**src/rtl/accx_pkg.sv**
```systemverilog
package accx_pkg;

    localparam int FLAG_N = 4;
    localparam int FIDX_N = 3;
    localparam int FIDX_Z = 2;
    localparam int FIDX_V = 1;
    localparam int FIDX_C = 0;

    localparam logic [4:0] OPC_LOAD = 5'b00001;
    localparam logic [4:0] OPC_ADD  = 5'b00011;
    localparam logic [4:0] OPC_SUB  = 5'b00100;
    localparam logic [4:0] OPC_AND  = 5'b00101;
    localparam logic [4:0] OPC_OR   = 5'b00110;
    localparam logic [4:0] OPC_NOT  = 5'b00111;
    localparam logic [4:0] OPC_ASL  = 5'b01000;
    localparam logic [4:0] OPC_ASR  = 5'b01001;
    localparam logic [4:0] OPC_CMP  = 5'b10111;

    localparam logic [FLAG_N-1:0] MSK_NZ   = 4'b1100;
    localparam logic [FLAG_N-1:0] MSK_NZC  = 4'b1101;
    localparam logic [FLAG_N-1:0] MSK_NZVC = 4'b1111;
    localparam logic [FLAG_N-1:0] MSK_NONE = 4'b0000;

    typedef enum logic [3:0] {
        K_NONE, K_LOAD, K_ADD, K_SUB, K_AND, K_OR, K_NOT, K_ASL, K_ASR, K_CMP
    } op_kind_e;

endpackage

```
**src/rtl/accx_decode.sv**
```systemverilog
module accx_decode
    import accx_pkg::*;
(
    input  logic [4:0]        opcode_i,
    output op_kind_e          kind_o,
    output logic [FLAG_N-1:0] mask_o,
    output logic              acc_we_o
);

    always_comb begin
        kind_o   = K_NONE;
        mask_o   = MSK_NONE;
        acc_we_o = 1'b0;
        unique case (opcode_i)
            OPC_LOAD: begin kind_o = K_LOAD; mask_o = MSK_NZ;   acc_we_o = 1'b1; end
            OPC_ADD:  begin kind_o = K_ADD;  mask_o = MSK_NZVC; acc_we_o = 1'b1; end
            OPC_SUB:  begin kind_o = K_SUB;  mask_o = MSK_NZVC; acc_we_o = 1'b1; end
            OPC_AND:  begin kind_o = K_AND;  mask_o = MSK_NZ;   acc_we_o = 1'b1; end
            OPC_OR:   begin kind_o = K_OR;   mask_o = MSK_NZ;   acc_we_o = 1'b1; end
            OPC_NOT:  begin kind_o = K_NOT;  mask_o = MSK_NZ;   acc_we_o = 1'b1; end
            OPC_ASL:  begin kind_o = K_ASL;  mask_o = MSK_NZVC; acc_we_o = 1'b1; end
            OPC_ASR:  begin kind_o = K_ASR;  mask_o = MSK_NZC;  acc_we_o = 1'b1; end
            OPC_CMP:  begin kind_o = K_CMP;  mask_o = MSK_NZVC; acc_we_o = 1'b0; end
            default:  begin kind_o = K_NONE; mask_o = MSK_NONE; acc_we_o = 1'b0; end
        endcase
    end

endmodule

```
**src/rtl/accx_datapath.sv**
```systemverilog
module accx_datapath
    import accx_pkg::*;
#(
    parameter int W = 16
) (
    input  op_kind_e          kind_i,
    input  logic [W-1:0]      acc_i,
    input  logic [W-1:0]      opnd_i,
    output logic [W-1:0]      res_o,
    output logic [FLAG_N-1:0] flg_o
);

    localparam int MSB = W - 1;

    logic         sub_sel;
    logic [W-1:0] b_eff;
    logic [W:0]   sum_w;
    logic         v_new;
    logic         c_new;

    assign sub_sel = (kind_i == K_SUB) || (kind_i == K_CMP);
    assign b_eff   = sub_sel ? ~opnd_i : opnd_i;
    assign sum_w   = {1'b0, acc_i} + {1'b0, b_eff} + {{W{1'b0}}, sub_sel};

    always_comb begin
        res_o = acc_i;
        v_new = 1'b0;
        c_new = 1'b0;
        unique case (kind_i)
            K_LOAD: res_o = opnd_i;
            K_ADD, K_SUB, K_CMP: begin
                res_o = sum_w[W-1:0];
                c_new = sum_w[W];
                v_new = (acc_i[MSB] == b_eff[MSB]) && (sum_w[MSB] != acc_i[MSB]);
            end
            K_AND:  res_o = acc_i & opnd_i;
            K_OR:   res_o = acc_i | opnd_i;
            K_NOT:  res_o = ~acc_i;
            K_ASL: begin
                res_o = {acc_i[MSB-1:0], 1'b0};
                c_new = acc_i[MSB];
                v_new = acc_i[MSB] ^ acc_i[MSB-1];
            end
            K_ASR: begin
                res_o = {acc_i[MSB], acc_i[MSB:1]};
                c_new = acc_i[0];
            end
            default: res_o = acc_i;
        endcase
    end

    always_comb begin
        flg_o         = '0;
        flg_o[FIDX_N] = res_o[MSB];
        flg_o[FIDX_Z] = ~|res_o;
        flg_o[FIDX_V] = v_new;
        flg_o[FIDX_C] = c_new;
    end

endmodule

```
**src/rtl/accx_unit.sv**
```systemverilog
module accx_unit
    import accx_pkg::*;
#(
    parameter int W = 16
) (
    input  logic          clk,
    input  logic          rst_n,
    input  logic          exec_in,
    input  logic [4:0]    opcode_in,
    input  logic [W-1:0]  operand_in,
    output logic [W-1:0]  acc_out,
    output logic [3:0]    flags_out
);

    op_kind_e          kind;
    logic [FLAG_N-1:0] mask;
    logic              acc_we;
    logic [W-1:0]      res;
    logic [FLAG_N-1:0] flg_new;
    logic [FLAG_N-1:0] flg_next;
    logic [W-1:0]      acc_q;
    logic [FLAG_N-1:0] flg_q;

    accx_decode u_dec (
        .opcode_i (opcode_in),
        .kind_o   (kind),
        .mask_o   (mask),
        .acc_we_o (acc_we)
    );

    accx_datapath #(.W(W)) u_dp (
        .kind_i (kind),
        .acc_i  (acc_q),
        .opnd_i (operand_in),
        .res_o  (res),
        .flg_o  (flg_new)
    );

    for (genvar i = 0; i < FLAG_N; i++) begin : g_flag
        assign flg_next[i] = mask[i] ? flg_new[i] : flg_q[i];
    end

    always_ff @(posedge clk) begin
        if (!rst_n) begin
            acc_q <= '0;
            flg_q <= '0;
        end else if (exec_in) begin
            if (acc_we) acc_q <= res;
            flg_q <= flg_next;
        end
    end

    assign acc_out   = acc_q;
    assign flags_out = flg_q;

    assert_idle_hold_R2: assert property (@(posedge clk) disable iff (!rst_n)
        !exec_in |=> ($stable(acc_out) && $stable(flags_out)));

    assert_load_value_R3: assert property (@(posedge clk) disable iff (!rst_n)
        (exec_in && opcode_in == OPC_LOAD) |=>
            (acc_out == $past(operand_in)) && (flags_out[1:0] == $past(flags_out[1:0])));

    assert_logic_keep_vc_R6: assert property (@(posedge clk) disable iff (!rst_n)
        (exec_in && (opcode_in == OPC_AND || opcode_in == OPC_OR)) |=>
            (flags_out[1:0] == $past(flags_out[1:0])));

    assert_zero_flag_R7: assert property (@(posedge clk) disable iff (!rst_n)
        (exec_in && opcode_in == OPC_NOT) |=>
            (flags_out[2] == (acc_out == '0)) && (flags_out[3] == acc_out[W-1]));

    assert_asr_keeps_v_R9: assert property (@(posedge clk) disable iff (!rst_n)
        (exec_in && opcode_in == OPC_ASR) |=> (flags_out[1] == $past(flags_out[1])));

    assert_cmp_no_write_R10: assert property (@(posedge clk) disable iff (!rst_n)
        (exec_in && opcode_in == OPC_CMP) |=> $stable(acc_out));

    assert_unhandled_hold_R11: assert property (@(posedge clk) disable iff (!rst_n)
        (exec_in && (opcode_in == 5'b00000 || opcode_in == 5'b11111)) |=>
            ($stable(acc_out) && $stable(flags_out)));

endmodule

```
**config.mk**
```make
export PLATFORM = sky130hd
export DESIGN_NAME = accx_unit
export DESIGN_NICKNAME = d
export VERILOG_FILES = /design/src/rtl/accx_pkg.sv /design/src/rtl/accx_decode.sv /design/src/rtl/accx_datapath.sv /design/src/rtl/accx_unit.sv
export SDC_FILE = /design/constraint.sdc
export NUM_CORES = 1
export LEC_CHECK = 0
export CORE_UTILIZATION = 28
export DETAILED_ROUTE_END_ITERATION = 10
export GPL_TIMING_DRIVEN = 0
export RECOVER_POWER = 25
export SKIP_LAST_GASP = 1
export SLEW_MARGIN = 20
export SYNTH_ARGS = -nofsm -noshare
export SYNTH_HDL_FRONTEND = slang
export SYNTH_SLANG_ARGS = --single-unit
```
**constraint.sdc**
```tcl
create_clock -name clk -period 18.42 [get_ports clk]
set_input_delay 5.526 -clock clk [delete_from_list [all_inputs] [get_ports clk]]
set_output_delay 5.526 -clock clk [all_outputs]
set_load 0.01 [all_outputs]
```
# After elaboration in Yosys (flattened, before gate mapping)
# Memory sizes are Yosys's and may differ from the RTL's.
# Cells that the tools add are included.
dict set report word_totals {
  register_bits 20
  rom_bits 288
  input_bits 24
  out_inout_bits 20
  mem_count 1
}
dict set report classes {
  n_addsub 2
  n_eq_ne 11
  mux 4
  bitwise_logic 5
  n_reduce_logical 10
}
# name depth width rd rd_clocked_by_memory_dff write_ports line_no
set mem_list {}
lappend mem_list {{(name not given)} 32 9 1 0 0 accx_decode.sv:14} ;# unique case (opcode_i)
# operator n
set op_table {}
lappend op_table {{16-bit one-hot mux with 7 select lines} 1}
lappend op_table {{16-bit NOT} 2}
lappend op_table {{16-bit by 16-bit adder with 17-bit output} 1}
lappend op_table {{17-bit by 1-bit adder with 17-bit output} 1}
lappend op_table {{16-bit bitwise AND} 1}
lappend op_table {{4-bit by 3-bit == test with 1-bit output, second input constant} 4}
lappend op_table {{16-bit two-way mux} 1}
lappend op_table {{16-bit OR} 1}
lappend op_table {{16-bit OR reduction} 1}
lappend op_table {{2-bit AND reduction} 5}
lappend op_table {{4-bit by 2-bit == test with 1-bit output, second input constant} 2}
lappend op_table {{4-bit == test, second input constant} 2}
lappend op_table {{4-bit by 1-bit == test with 1-bit output, second input constant} 1}
lappend op_table {{1-bit one-hot mux with 3 select lines} 1}
lappend op_table {{3-bit OR reduction} 1}
lappend op_table {{1-bit one-hot mux with 2 select lines} 1}
lappend op_table {{1-bit == test} 1}
lappend op_table {{1-bit logical AND} 1}
lappend op_table {{1-bit logical NOT} 1}
lappend op_table {{1-bit logical OR} 1}
lappend op_table {{1-bit != test} 1}
lappend op_table {{1-bit XOR} 1}

# Longest topological paths before layout
# An unclocked memory read counts as a cell.
dict set report logic_depth {
  word_depth 9
  ltp_mapped 20
  depth_no_buf 19
}

# By module
# From an unflattened synthesis, not the netlist that was laid out.
dict set report hier_totals {
  hier_cells 491
  hier_area_um2 3410.8
}
# mod n_inst cells_each area_per_inst_um2 seq_area_each_um2
set by_module_without_submodules {}
lappend by_module_without_submodules {accx_datapath 1 363 2341.0 0.0}
lappend by_module_without_submodules {accx_unit 1 94 837.1 400.4}
lappend by_module_without_submodules {accx_decode 1 34 232.7 0.0}

# Worst setup path after synthesis
# No wires, ideal clock.
dict set report synth_path {
  path_kind {input to register}
  from {input port opcode_in[0]}
  to {register flg_q[2], in the netlist flags_out[2]}
  arrival_ps 10234
  required_time_ps 18351
  path_slack_ps 8117
  path_stages 19
  n_path_buf 1
  cell_sequence {inv_1 > ha_1 > o21ai_1 > o211a_4 > nand3_1 > o21ai_1 > clkbuf_1 > xor2_1 > fa_1 > a211oi_1 > o21a_1 > o31ai_1 > a31oi_1 > xnor2_1 > a211o_1 > a2111oi_2 > nand4_1 > or4_1 > o21ai_1}
}
dict set report synth_via {
  elab_chain_cells 9
}
# item line_no
set synth_rtl {}
lappend synth_rtl {{from (decl)} accx_unit.sv:9} ;# input logic [4:0] opcode_in,
lappend synth_rtl {{memory 32 x 9 bit *} n/a}
lappend synth_rtl {{4-bit by 2-bit == test with 1-bit output / 4-bit == test (equally long branches)} {accx_datapath.sv:21, accx_datapath.sv:29}}
lappend synth_rtl {{1-bit logical OR} accx_datapath.sv:21} ;# assign sub_sel = (kind_i == K_SUB) || (kind_i == K_CMP);
lappend synth_rtl {{16-bit two-way mux} accx_datapath.sv:22} ;# assign b_eff = sub_sel ? ~opnd_i : opnd_i;
lappend synth_rtl {{16-bit by 16-bit adder with 17-bit output} accx_datapath.sv:23} ;# assign sum_w = {1'b0, acc_i} + {1'b0, b_eff} + {{W{1'b0}}, sub_sel};
lappend synth_rtl {{17-bit by 1-bit adder with 17-bit output} accx_datapath.sv:23}
lappend synth_rtl {{16-bit one-hot mux with 7 select lines} accx_datapath.sv:29} ;# unique case (kind_i)
lappend synth_rtl {{16-bit OR reduction} accx_datapath.sv:55} ;# flg_o[FIDX_Z] = ~|res_o;
lappend synth_rtl {{1-bit logical NOT} accx_datapath.sv:55}
lappend synth_rtl {{to (signal assigned)} accx_unit.sv:49} ;# flg_q <= flg_next;
lappend synth_rtl {{to (decl)} accx_unit.sv:22} ;# logic [FLAG_N-1:0] flg_q;
# Mark *: on every way between the ends. The rest lies on a longest branch, timed or not.
# A chain may end at the register's enable or synchronous reset.

# Worst setup path in the final report
# Ends and elaborated chain as after synthesis.

==> flow_summary.ini <==
[logic_synthesis]
mappedNetlistNets = 497
async_flop_share_pct = 0
syn_avg_cell_area_um2 = 7.37
yosys_warnings = 0
synth-seq-cells = 20
netlist_instances = 450
ys_seq_area_share_pct = 12.1
ys.flop_type = dfxtp_1
synth_area_leaders = dfxtp_1, ha_1, a21oi_1
synth_top_area_share_pct = 12.1
yosysTopAreaCell = dfxtp_1
synth_cell_types = 84
synthesis.area_um2 = 3320
synth_edf_count = 0

[placed_design]
port_buffers = 41
dp_hpwl_mm = 10.2
placed_cell_area_um2 = 3910
globalplace.congestion = 0.984

[clock_tree]
hold_buffers = 0
htreeDepth = 1
clock_sinks = 20
clk_root_buffer_cell = clkbuf_16
clkSlewWorstSetupHoldPaths_ns = 0.07
cts_tree = built
clock_latency_ns = 0.27
cts_buffer_depth = 2
cts_inserted_buffers = 3
post_cts_buffers = 0
cts_resized = 0

[worst_setup_path]
cp_data_arrival_time_ns = 12.65
reg2reg_from = acc_out[0]
startpoint_type = input port
worstPathMaxFanout = 10
endpoint_kind = register
crit_required_ns = 18.62
critPathKind = input port to register
startpoint = opcode_in[0]

[power]
power_uw = 205
p_leak_nw = 1.63
ir_drop_mv = 0.0387
power_density_nw_per_um2 = 51.1

[floorplanning]
dieArea_um2 = 12300
die_h_um = 111
core_um2 = 11500
die_w_um = 111
rows = 39
io_pins = 44
initial_core_util_pct = 28.9

[grt]
grt_usage_pct = 21.5
antenna_found_initial = 0
grt_max_degree = 13
overflow = 0
grt_pass1_vias = 3573
grt_pass1_wl_mm = 20.9

[timing]
setup_viol = 0
finalSetupTns_ns = 0
clock_skew_ns = 0.00477
whs_ns = 0.468
maxSlewHeadroom_pct = 31.1
period_share_pct = 67.6
finalHoldViolations = 0
worst_pin_slew_ns = 1.02
slew_viol_final = 0
fin_crit_ns = 12.45
fmax_mhz = 80.3
rsz0062_at_grt = no

[drt]
via_per_inst = 6.16
dr.first_iter.drc_count = 465
wl_per_cell_um = 21.2
drc = 0
drt_first_pass_iters = 5
routed_wl_mm = 13.5
vias = 3927
postRouteAntennaNets = 0

[final_layout]
num_antenna_cells = 0
drive_gt1_share_pct = 8.08
fin_nets = 543
final_cell_area_um2 = 4020
area_growth_syn_to_layout_pct = 21.0
fill_cells = 1206

[run]
maxCapViolCount = 0

[hold_path]
hp-start = flags_out[2]
hp-class = register to register

[run_status]
outcome = completed
-- sequential cells by signal, indices dropped and copies added, names as in the netlist --
| register | flops |
|---|---|
| flags_out | 4 |
| acc_out | 16 |
-- cells in the final DEF, fill, tap and decap left out, drive strengths merged, types with 3 or more instances in the layout --
| cell | count |
|---|---|
| o211a | 5 |
| clkbuf | 18 |
| a21o | 9 |
| and2 | 3 |
| ha | 22 |
| and3 | 7 |
| nand4 | 10 |
| xnor2 | 5 |
| nor2 | 52 |
| a31oi | 9 |
| inv | 12 |
| nand3 | 15 |
| o31ai | 4 |
| o311ai | 5 |
| nor4 | 5 |
| clkdlybuf4s50 | 31 |
| xor2 | 19 |
| nor3 | 14 |
| o22ai | 6 |
| o21ai | 31 |
| o21a | 9 |
| a32oi | 3 |
| dlygate4sd3 | 10 |
| dfxtp | 20 |
| mux2i | 4 |
| a2111oi | 3 |
| a211oi | 15 |
| a2bb2oi | 4 |
| buf | 12 |
| nand2 | 34 |
| a22o | 3 |
| a211o | 7 |
| a21oi | 39 |
| o211ai | 6 |
-- layer usage --
metal  GRT usage, %  vias to the layer above  routed length, um
met5              0                        -                  0
li1               -                     1825                  -
met1           31.2                     1866               6220
met4           5.60                        0                282
met3           2.52                       26               1060
met2           33.3                      210               5970
-- report_power, final --
group | leakage [nW] | total [mW] | switching [mW] | internal [mW]
combinational | 1.41 | 0.0935 | 0.0566 | 0.0369
clock | 0.0511 | 0.0632 | 0.0200 | 0.0433
sequential | 0.162 | 0.0484 | 0.00354 | 0.0449
-- Yosys cell counts, types with 3 or more instances --
library cell / instances
a21oi_1: 37
o21ai_1: 3
o211a_1: 4
nand2_1: 33
nand4_1: 10
o31ai_1: 3
xor2_1: 19
xnor2_1: 5
a211oi_1: 13
o311ai_0: 4
a31oi_1: 8
a2bb2oi_1: 4
buf_6: 5
a22o_1: 3
nor4_1: 5
ha_1: 22
a32oi_1: 3
dfxtp_1: 20
o211ai_1: 4
a211o_1: 7
nand3_1: 15
o21a_1: 9
mux2i_1: 4
buf_2: 5
o22ai_1: 6
nor2_1: 49
inv_1: 12
clkbuf_1: 15
a21o_1: 9
and3_1: 7
o21ai_0: 28
nor3_1: 14
-- layout make-up --
cell class / count / area (um^2) / share of cell area (%)
Multi-Input combinational cell: 391 / 2730 / 67.9
Buffer: 27 / 149 / 3.71
Clock inverter: 1 / 30.0 / 0.748
Clock buffer: 3 / 75.1 / 1.87
Timing Repair Buffer: 41 / 410 / 10.2
Tap cell: 143 / 179 / 4.45
Sequential cell: 20 / 400 / 9.97
Inverter: 12 / 45.0 / 1.12
-- final timing paths --
kind	endpoint	slack, ns	depth (start not counted)
hold reg to reg	flags_out[2]	0.47	2
hold / removal	flags_out[2]	0.47	2
setup reg to reg	flags_out[2]	14.21	13
setup / recovery	flags_out[2]	5.97	20
-- cells by family (layout without fill, tap and decap cells) --
logic type / Yosys count / after routing / synth area share, %
simple gates: 161 / 161 / 25.2
compound gates: 177 / 177 / 39.6
mux: 6 / 6 / 2.00
fa+ha+maj: 23 / 23 / 8.90
flops: 20 / 20 / 12.1
xor+xnor: 24 / 24 / 6.33
buf+inv: 39 / 84 / 5.84
-- stage by stage --
| step | instances | worst slack [ns] | utilization (%) |
|---|---|---|---|
| 4_1_cts | 638 | 5.85 | 35.0 |
| 3_3_place_gp | 634 | 5.67 | 34.1 |
| 2_1_floorplan | 450 | 8.12 | - |
| 6_report | 638 | 5.97 | 35.0 |
| 3_5_place_dp | 634 | 5.59 | 34.1 |
| 5_1_grt | 638 | 5.79 | 35.0 |
-- critical path: stages --
cell             delay, ns
clkdlybuf4s50_1       0.66
inv_1                 0.12
ha_1                  0.31
o21ai_1               0.32
o211a_4               0.30
nand3_1               0.30
o21ai_2               0.69
clkbuf_1              0.69
xor2_1                0.24
fa_1                  0.51
a211oi_1              0.52
o21a_1                0.24
o31ai_1               0.14
xnor2_1               0.17
nor2_1                0.10
a311o_1               0.40
nor4_1                0.58
nand4_1               0.27
or4_1                 0.46
o21ai_1               0.12
(Power assumes the default switching activity.)
